===== src/rtl/fp_range_pkg.sv =====
package fp_range_pkg;

    typedef enum logic [1:0] {
        OPC_NUM  = 2'd0,
        OPC_QNAN = 2'd1,
        OPC_SNAN = 2'd2
    } opclass_t;

    typedef enum logic [1:0] {
        CMP_MIN    = 2'd0,
        CMP_MAX    = 2'd1,
        CMP_MINMAG = 2'd2,
        CMP_MAXMAG = 2'd3
    } cmp_mode_t;

    typedef enum logic [1:0] {
        SGN_SRC1  = 2'd0,
        SGN_KEEP  = 2'd1,
        SGN_CLEAR = 2'd2,
        SGN_SET   = 2'd3
    } sign_mode_t;

endpackage


===== src/rtl/fp_operand_prep.sv =====
module fp_operand_prep
    import fp_range_pkg::*;
#(
    parameter int EXP_W = 11,
    parameter int MAN_W = 52
) (
    input  logic [EXP_W+MAN_W:0] op,
    input  logic                 daz,
    output opclass_t             cls,
    output logic                 denorm,
    output logic [EXP_W+MAN_W:0] eff
);
    localparam int W = 1 + EXP_W + MAN_W;

    logic exp_ones, exp_zero, man_nz;

    assign exp_ones = &op[W-2:MAN_W];
    assign exp_zero = ~|op[W-2:MAN_W];
    assign man_nz   = |op[MAN_W-1:0];
    assign denorm   = exp_zero & man_nz;

    always_comb begin
        if (exp_ones && man_nz)
            cls = op[MAN_W-1] ? OPC_QNAN : OPC_SNAN;
        else
            cls = OPC_NUM;
    end

    // Flush to a signed zero when requested
    assign eff = (daz && denorm) ? {op[W-1], {(W-1){1'b0}}} : op;

endmodule


===== src/rtl/fp_range_pick.sv =====
module fp_range_pick
    import fp_range_pkg::*;
#(
    parameter int EXP_W = 11,
    parameter int MAN_W = 52
) (
    input  logic [EXP_W+MAN_W:0] a,
    input  logic [EXP_W+MAN_W:0] b,
    input  opclass_t             cls_a,
    input  opclass_t             cls_b,
    input  cmp_mode_t            mode,
    output logic [EXP_W+MAN_W:0] value,
    output logic                 invalid
);
    localparam int W = 1 + EXP_W + MAN_W;
    localparam logic [W-1:0] QUIET_BIT = W'(1) << (MAN_W - 1);

    logic [W-2:0] mag_a, mag_b;
    logic         sa, sb, mag_lt, mag_gt, mag_eq;
    logic         a_below_b, b_below_a, take_b;

    assign mag_a  = a[W-2:0];
    assign mag_b  = b[W-2:0];
    assign sa     = a[W-1];
    assign sb     = b[W-1];
    assign mag_lt = mag_a < mag_b;
    assign mag_gt = mag_a > mag_b;
    assign mag_eq = mag_a == mag_b;

    // Signed order: negative below positive, -0 below +0
    always_comb begin
        if (sa != sb) begin
            a_below_b = sa;
            b_below_a = sb;
        end else if (sa) begin
            a_below_b = mag_gt;
            b_below_a = mag_lt;
        end else begin
            a_below_b = mag_lt;
            b_below_a = mag_gt;
        end
    end

    always_comb begin
        unique case (mode)
            CMP_MIN:    take_b = b_below_a;
            CMP_MAX:    take_b = a_below_b;
            CMP_MINMAG: take_b = mag_gt || (mag_eq && sb && !sa);
            CMP_MAXMAG: take_b = mag_lt || (mag_eq && sa && !sb);
            default:    take_b = 1'b0;
        endcase
    end

    always_comb begin
        invalid = 1'b0;
        if (cls_a == OPC_SNAN) begin
            value   = a | QUIET_BIT;
            invalid = 1'b1;
        end else if (cls_b == OPC_SNAN) begin
            value   = b | QUIET_BIT;
            invalid = 1'b1;
        end else if (cls_a == OPC_QNAN) begin
            value = (cls_b == OPC_QNAN) ? a : b;
        end else if (cls_b == OPC_QNAN) begin
            value = a;
        end else begin
            value = take_b ? b : a;
        end
    end

endmodule


===== src/rtl/fp_range_sign.sv =====
module fp_range_sign
    import fp_range_pkg::*;
#(
    parameter int W = 64
) (
    input  logic [W-1:0] value,
    input  sign_mode_t   mode,
    input  logic         src1_sign,
    input  logic         enable,
    output logic [W-1:0] out
);
    logic new_sign;

    always_comb begin
        unique case (mode)
            SGN_SRC1:  new_sign = src1_sign;
            SGN_KEEP:  new_sign = value[W-1];
            SGN_CLEAR: new_sign = 1'b0;
            SGN_SET:   new_sign = 1'b1;
            default:   new_sign = value[W-1];
        endcase
    end

    assign out = enable ? {new_sign, value[W-2:0]} : value;

endmodule


===== src/rtl/fp_range_unit.sv =====
module fp_range_unit
    import fp_range_pkg::*;
#(
    parameter int EXP_W = 11,
    parameter int MAN_W = 52
) (
    input  logic                 clk,
    input  logic                 rst_n,
    input  logic                 in_valid,
    input  logic [EXP_W+MAN_W:0] op_a,
    input  logic [EXP_W+MAN_W:0] op_b,
    input  logic [3:0]           ctl,
    input  logic                 daz,
    output logic                 out_valid,
    output logic [EXP_W+MAN_W:0] result,
    output logic                 flag_invalid,
    output logic                 flag_denormal
);
    localparam int W = 1 + EXP_W + MAN_W;

    opclass_t     cls_a, cls_b;
    logic         den_a, den_b, pick_inv;
    logic [W-1:0] eff_a, eff_b, picked, signed_val;

    fp_operand_prep #(.EXP_W(EXP_W), .MAN_W(MAN_W)) u_prep_a (
        .op(op_a), .daz(daz), .cls(cls_a), .denorm(den_a), .eff(eff_a)
    );

    fp_operand_prep #(.EXP_W(EXP_W), .MAN_W(MAN_W)) u_prep_b (
        .op(op_b), .daz(daz), .cls(cls_b), .denorm(den_b), .eff(eff_b)
    );

    fp_range_pick #(.EXP_W(EXP_W), .MAN_W(MAN_W)) u_pick (
        .a(eff_a), .b(eff_b), .cls_a(cls_a), .cls_b(cls_b),
        .mode(cmp_mode_t'(ctl[1:0])), .value(picked), .invalid(pick_inv)
    );

    fp_range_sign #(.W(W)) u_sign (
        .value(picked), .mode(sign_mode_t'(ctl[3:2])), .src1_sign(op_a[W-1]),
        .enable(!pick_inv), .out(signed_val)
    );

    always_ff @(posedge clk or negedge rst_n) begin
        if (!rst_n) begin
            out_valid     <= 1'b0;
            result        <= '0;
            flag_invalid  <= 1'b0;
            flag_denormal <= 1'b0;
        end else begin
            out_valid <= in_valid;
            if (in_valid) begin
                result        <= signed_val;
                flag_invalid  <= pick_inv;
                flag_denormal <= den_a | den_b;
            end
        end
    end

endmodule


===== config.mk =====
export PLATFORM = sky130hd
export DESIGN_NAME = fp_range_unit
export DESIGN_NICKNAME = d
export VERILOG_FILES = /design/src/rtl/fp_range_pkg.sv /design/src/rtl/fp_operand_prep.sv /design/src/rtl/fp_range_pick.sv /design/src/rtl/fp_range_sign.sv /design/src/rtl/fp_range_unit.sv
export SDC_FILE = /design/constraint.sdc
export NUM_CORES = 1
export LEC_CHECK = 0
export BUFFER_PORTS_ARGS = -buffer_cell sky130_fd_sc_hd__buf_2
export CORE_ASPECT_RATIO = 0.5
export CORE_MARGIN = 5
export CORE_UTILIZATION = 53
export DETAILED_ROUTE_END_ITERATION = 7
export GPL_TIMING_DRIVEN = 0
export PLACE_DENSITY = 0.84
export SLEW_MARGIN = 20
export SYNTH_ARGS = -nofsm -noshare
export SYNTH_HDL_FRONTEND = slang
export SYNTH_SLANG_ARGS = --single-unit

===== constraint.sdc =====
create_clock -name clk -period 1.4 [get_ports clk]
set_input_delay 0.28 -clock clk [delete_from_list [all_inputs] [get_ports clk]]
set_output_delay 0.28 -clock clk [all_outputs]
set_load 0.05 [all_outputs]

---- Yosys cells after proc, flatten, opt, wreduce, memory -nomap -nowiden ----
Index checks and enable logic that the tools add are counted.
storage, ports and cells
  register bits after elaboration ......... 67
  word-level logic and storage cells ...... 64
  output and inout port bits .............. 67
  bits of input ports ..................... 136
cells by class
  bitwise logic cells ..................... 3
  reduce and logical (&&, ||, !) cells .... 22
  equal/unequal tests ..................... 12
  muxes and demuxes ....................... 21
  $lt $le $gt $ge ......................... 2
operators by type and width
  kind                                                             number
  64-bit 2-to-1 mux                                                7
  63-bit 2-to-1 mux                                                2
  52-bit OR reduction                                              2
  63-bit == test                                                   1
  63-bit greater-than comparator                                   1
  63-bit < comparator                                              1
  11-bit AND reduction                                             2
  11-bit OR reduction                                              2
  2-bit == test, second input constant                             6
  2-bit by 1-bit == test with 1-bit output, second input constant  4
  1-bit logical AND                                                8
  2-bit 2-to-1 mux                                                 4
  1-bit one-hot mux with 4 select lines                            2
  1-bit 2-to-1 mux                                                 6
  1-bit zero test                                                  4
  2-bit zero test                                                  2
  1-bit bitwise AND                                                2
  1-bit logical OR                                                 2
  1-bit != test                                                    1
  1-bit OR                                                         1

---- Logic depth before layout (Yosys ltp) ----
  depth after elaboration ................. 17
  mapped depth ............................ 21
  mapped depth without buffers ............ 17

---- Cells and area by module ----
From an unflattened synthesis, not the netlist that was laid out.
second synthesis, totals
  cells, all modules ...................... 738
  area, all modules ....................... 7318.3 um^2
by module, submodules not included
  module           sequential area each (um^2)  cells each  area each (um^2)  instances
  fp_range_pick    0.0                          326         2726.4            1
  fp_range_unit    1676.6                       143         2586.2            1
  fp_operand_prep  0.0                          101         749.5             2
  fp_range_sign    0.0                          67          506.7             1

---- Worst setup path after synthesis ----
Ideal clock, no wire load.
  path kind ............................... input-to-reg
  start point ............................. in op_a[1]
  end point ............................... reg result[10]
  path slack .............................. -2768 ps
  data required time ...................... 1274 ps
  stages on the path ...................... 20
  buffers on the path ..................... 3
  library setup time ...................... 126 ps
  data arrival time ....................... 4042 ps
  path through ............................ nor4_1 > nand4_1 > nor4_1 > nor2_1 > and2_1 > clkbuf_1 > clkbuf_1 > nor2b_1 > ha_1 > a21oi_1 > nand2_1 > a221oi_1 > nor3_1 > o31ai_1 > nand2_2 > mux2i_2 > o31ai_4 > a21oi_4 > buf_6 > a221o_1
on the way
  cells in the longest elaborated chain, start to end .. 15
  elaborated cells between the ends (all ways) .. 29
  classes of those cells .................. order compare (2); eq/ne (3); mux (14); bitwise (1); reduce/logical (9)
ends and longest elaborated chain
  item                                                                          RTL line             RTL
  from (decl)                                                                   fp_range_unit.sv:10  input logic [EXP_W+MAN_W:0] op_a,
  parallel branches: the longest is 13 deep, another holds 63-bit < comparator  n/a
  64-bit 2-to-1 mux *                                                           fp_range_pick.sv:56  if (cls_a == OPC_SNAN) begin
  64-bit 2-to-1 mux *                                                           fp_range_sign.sv:24  assign out = enable ? {new_sign, value[W-2:0]} : value;
  to (signal assigned)                                                          fp_range_unit.sv:52  result <= signed_val;
  to (decl)                                                                     fp_range_unit.sv:15  output logic [EXP_W+MAN_W:0] result,
Mark *: on every way between the ends.
A chain may end at the register's enable or synchronous reset.

---- Final worst setup path ----
  start point ............................. in op_a[38]
  end point ............................... reg result[45]
Same word-level chain as after synthesis.

==> impl_metrics.py <==
metrics = {
    "outcome": {
        "run_status": "finished, violations left",
        "violations": "setup timing",
    },
    "synth": {
        "synthesis.nets": 857,
        "synth.distinct_cells": 50,
        "synth_top_area_share_pct": 29.5,
        "synth_edf_count": 0,
        "ys_ff_latch": 67,
        "synth_ff_type": "dfrtp_1",
        "synth_cells": 658,
        "async_flop_share_pct": 100,
        "yosysWarningCount": 0,
        "ys_seq_area_share_pct": 29.5,
        "synth_area_leaders": "dfrtp_1 30%, ha_1 14%, nor2b_1 11%",
        "syn_area_um2": 5680,
        "yosys.area.top_type": "dfrtp_1",
        "synth.avg_cell_area_um2": 8.63,
    },
    "clock_tree": {
        "cts_buffers": 9,
        "cts_root_buf": "clkbuf_16",
        "path_clk_slew_ns": 0.06,
        "clock_latency_ns": 0.34,
        "htreeDepth": 3,
        "cts_buffer_depth": 2,
        "clkSinkCount": 67,
        "tritoncts": "done",
    },
    "worst_hold_path": {
        "hold_depth": 2,
        "hp-class": "primary input to register",
    },
    "global_routing": {
        "grt-ovfl-total": 0,
        "grt_antenna_before_repair": 1,
        "grtUsageTotal_pct": 32.1,
        "grt_pass1_vias": 6633,
        "grt_pass1_wl_um": 33800,
        "grt_max_degree": 45,
    },
    "power": {
        "p_leak_nw": 4.13,
        "p_per_area_nw_per_um2": 1000,
        "max-vdd-ir-drop_mv": 0.789,
    },
    "floorplan": {
        "initial_core_util_pct": 54.9,
        "core_um2": 10300,
        "die_area_um2": 13000,
        "die_x_um": 156,
        "io_pins": 203,
        "die_y_um": 83.2,
        "rows": 26,
    },
    "worst_setup_path": {
        "cp-start-kind": "primary input",
        "crit_path_end_kind": "register",
        "slowest_stage": "o31ai_4",
        "crit_fanout": 10,
        "crit_cells": 23,
        "crit_family": "simple AND/OR/NAND/NOR gates",
        "crit_top_cell": "buf_6",
        "crit_arrival_ns": 4.86,
        "crit_required_ns": 1.61,
        "reg2regPathDepth": 3,
        "critical_path.cell_chain": "buf_2 -> nor4_1 -> nand4_1 -> nor4_4 -> buf_6 -> nor2_4 -> and2_4 -> clkbuf_8 -> nor2b_1 -> ha_1 -> inv_1 -> nor4_4 -> buf_4 -> a22oi_2 -> nand2_1 -> o31ai_4 -> nand2_2 -> mux2i_4 -> o31ai_4 -> buf_6 -> a21oi_4 -> buf_6 -> a221o_1",
        "cpPeakStageDelay_ns": 0.39,
        "path_class": "primary input to register",
        "critPathBufInv": 7,
    },
    "sta": {
        "final-setup-viol-count": 66,
        "slew_headroom_pct": 57.8,
        "slew_violations": 0,
        "final.setup.tns_ns": -204.29,
        "tightest_slew_ns": 0.627,
        "fin_crit_sh_pct": 332,
        "hold_violations": 0,
        "skew_ns": 0,
        "rsz0062_at_grt": "true",
        "min_period_ns": 4.65,
        "layout_setup_ws_ns": -3.25,
        "timing.fmax_mhz": 215,
    },
    "place": {
        "buffer_ports.inserted": 202,
        "dp_hpwl_um": 15700,
        "place_congestion": 0.948,
    },
    "drt": {
        "m1WireLength_um": 8830,
        "via_per_inst": 6.89,
        "met2_length_um": 11600,
        "first_iter_violations": 871,
        "wl_met3_um": 3650,
        "postRouteAntennaNets": 0,
        "remaining_drc_errors": 0,
        "drt_wl_total_um": 26000,
        "num_vias": 7331,
        "wl_per_cell_um": 24.5,
        "top_layer": "met5",
        "first_pass_iters": 8,
    },
    "run": {
        "max-cap-violations": 0,
    },
    "cells_and_area": {
        "nets": 1117,
        "layout_common_cells": "176 x buf_2, 87 x nor2b_1, 77 x nand2_1",
        "layout_commonest_cell": "buf_2",
        "drive_above_1_share_pct": 42.1,
        "fillers": 557,
        "fin_util_pct": 83.5,
        "synthToLayoutAreaGrowth_pct": 52.0,
    },
}
final timing paths:
check,slack (ns),from,endpoint
setup / recovery,-3.25,op_a[38],result[45]$_DFFE_PN0P_
max in group asynchronous,0.40,rst_n,result[36]$_DFFE_PN0P_
setup reg to reg,0.39,result[59]$_DFFE_PN0P_,result[59]$_DFFE_PN0P_
hold reg to reg,0.50,flag_invalid$_DFFE_PN0P_,flag_invalid$_DFFE_PN0P_
min in group asynchronous,0.44,rst_n,result[55]$_DFFE_PN0P_
hold / removal,0.17,op_b[22],result[22]$_DFFE_PN0P_
cell type report:
class | instances | area (um^2) | share of cell area, %
tap | 140 | 175 | 2.03
antenna | 1 | 2.50 | 0.0290
buffer | 43 | 363 | 4.20
clock buffer | 11 | 243 | 2.81
sequential | 67 | 1680 | 19.4
multi-input combinational | 530 | 4480 | 51.9
timing repair buffer | 250 | 1580 | 18.3
clock inverter | 5 | 52.6 | 0.608
inverter | 17 | 63.8 | 0.739
Yosys cell counts (2+ instances only):
master     number
clkbuf_1       32
nor3b_1         2
nand4_1        20
nor2b_1       104
a31oi_1         4
nand3b_1        2
buf_6           5
a211oi_1        3
nand3_1        21
nor4_1         36
inv_1          17
a21oi_1        33
and2_1          3
o21ai_0         9
o211ai_1        5
o2111ai_1       2
o221a_2         2
o32a_1          4
o21a_1          6
a221oi_1        3
nor4_4          2
nand2_1        79
nand2b_1        3
buf_2           8
nor3_1         13
a21o_1          7
a22oi_1         2
nor2_1         28
nand4_2         2
a221o_1        51
o31ai_1         3
ha_1           63
dfrtp_1        67
where the power goes:
part | total [mW] | switching [mW] | internal [mW]
sequential | 2.43 | 0.175 | 2.25
clock | 2.35 | 0.928 | 1.42
combinational | 3.88 | 2.56 | 1.32
total | 8.66 | 3.66 | 5.00
worst register-to-register path, stage by stage, from the launching register on:
cell	delay, ns
dfrtp_1	0.38
nor2_1	0.14
o211ai_1	0.11
o221a_2	0.27
what timing repair did:
action,in CTS,in global routing
hold endpoints to repair,23,0
setup buffers,20,17
pin swaps,50,49
resized for setup,91,114
gates cloned,2,8
setup endpoints to repair,66,66
hold buffers,1,0
metal layers:
metal  global-route usage [%]  vias up
met5                        0        -
met4                     8.58        4
met3                     8.93      229
met2                     53.5      710
met1                     40.9     3391
li1                         -     2997
cell families (layout without fill, tap and decap cells):
kind of cell / count (synthesis) / count (layout) / share of synthesized area [%]
mux: 2 / 2 / 0.418
buf+inv: 62 / 326 / 4.93
simple gates: 323 / 323 / 31.4
flops: 67 / 67 / 29.5
fa+ha+maj: 63 / 63 / 13.9
compound gates: 141 / 142 / 19.9
other cells: 0 / 1 / 0
registers in the layout (all words and copies together), names as in the netlist:
signal	flops
result	64
flag_denormal	1
flag_invalid	1
out_valid	1
metrics by stage:
| step | instances | power (mW) | setup slack (ns) | cell area (um^2) | hold WS (ns) |
|---|---|---|---|---|---|
| floorplan | 658 | 4.70 | -2.53 | 5820 | -0.0156 |
| global placement | 1000 | 5.65 | -3.99 | 7010 | 0.488 |
| detailed placement | 1001 | 5.73 | -4.06 | 7040 | 0.216 |
| CTS | 1039 | 8.20 | -2.88 | 7930 | 0.174 |
| global route | 1063 | 8.94 | -3.31 | 8630 | 0.173 |
| finish | 1064 | 8.66 | -3.25 | 8640 | 0.173 |
Power figures use the tool's default switching activity.
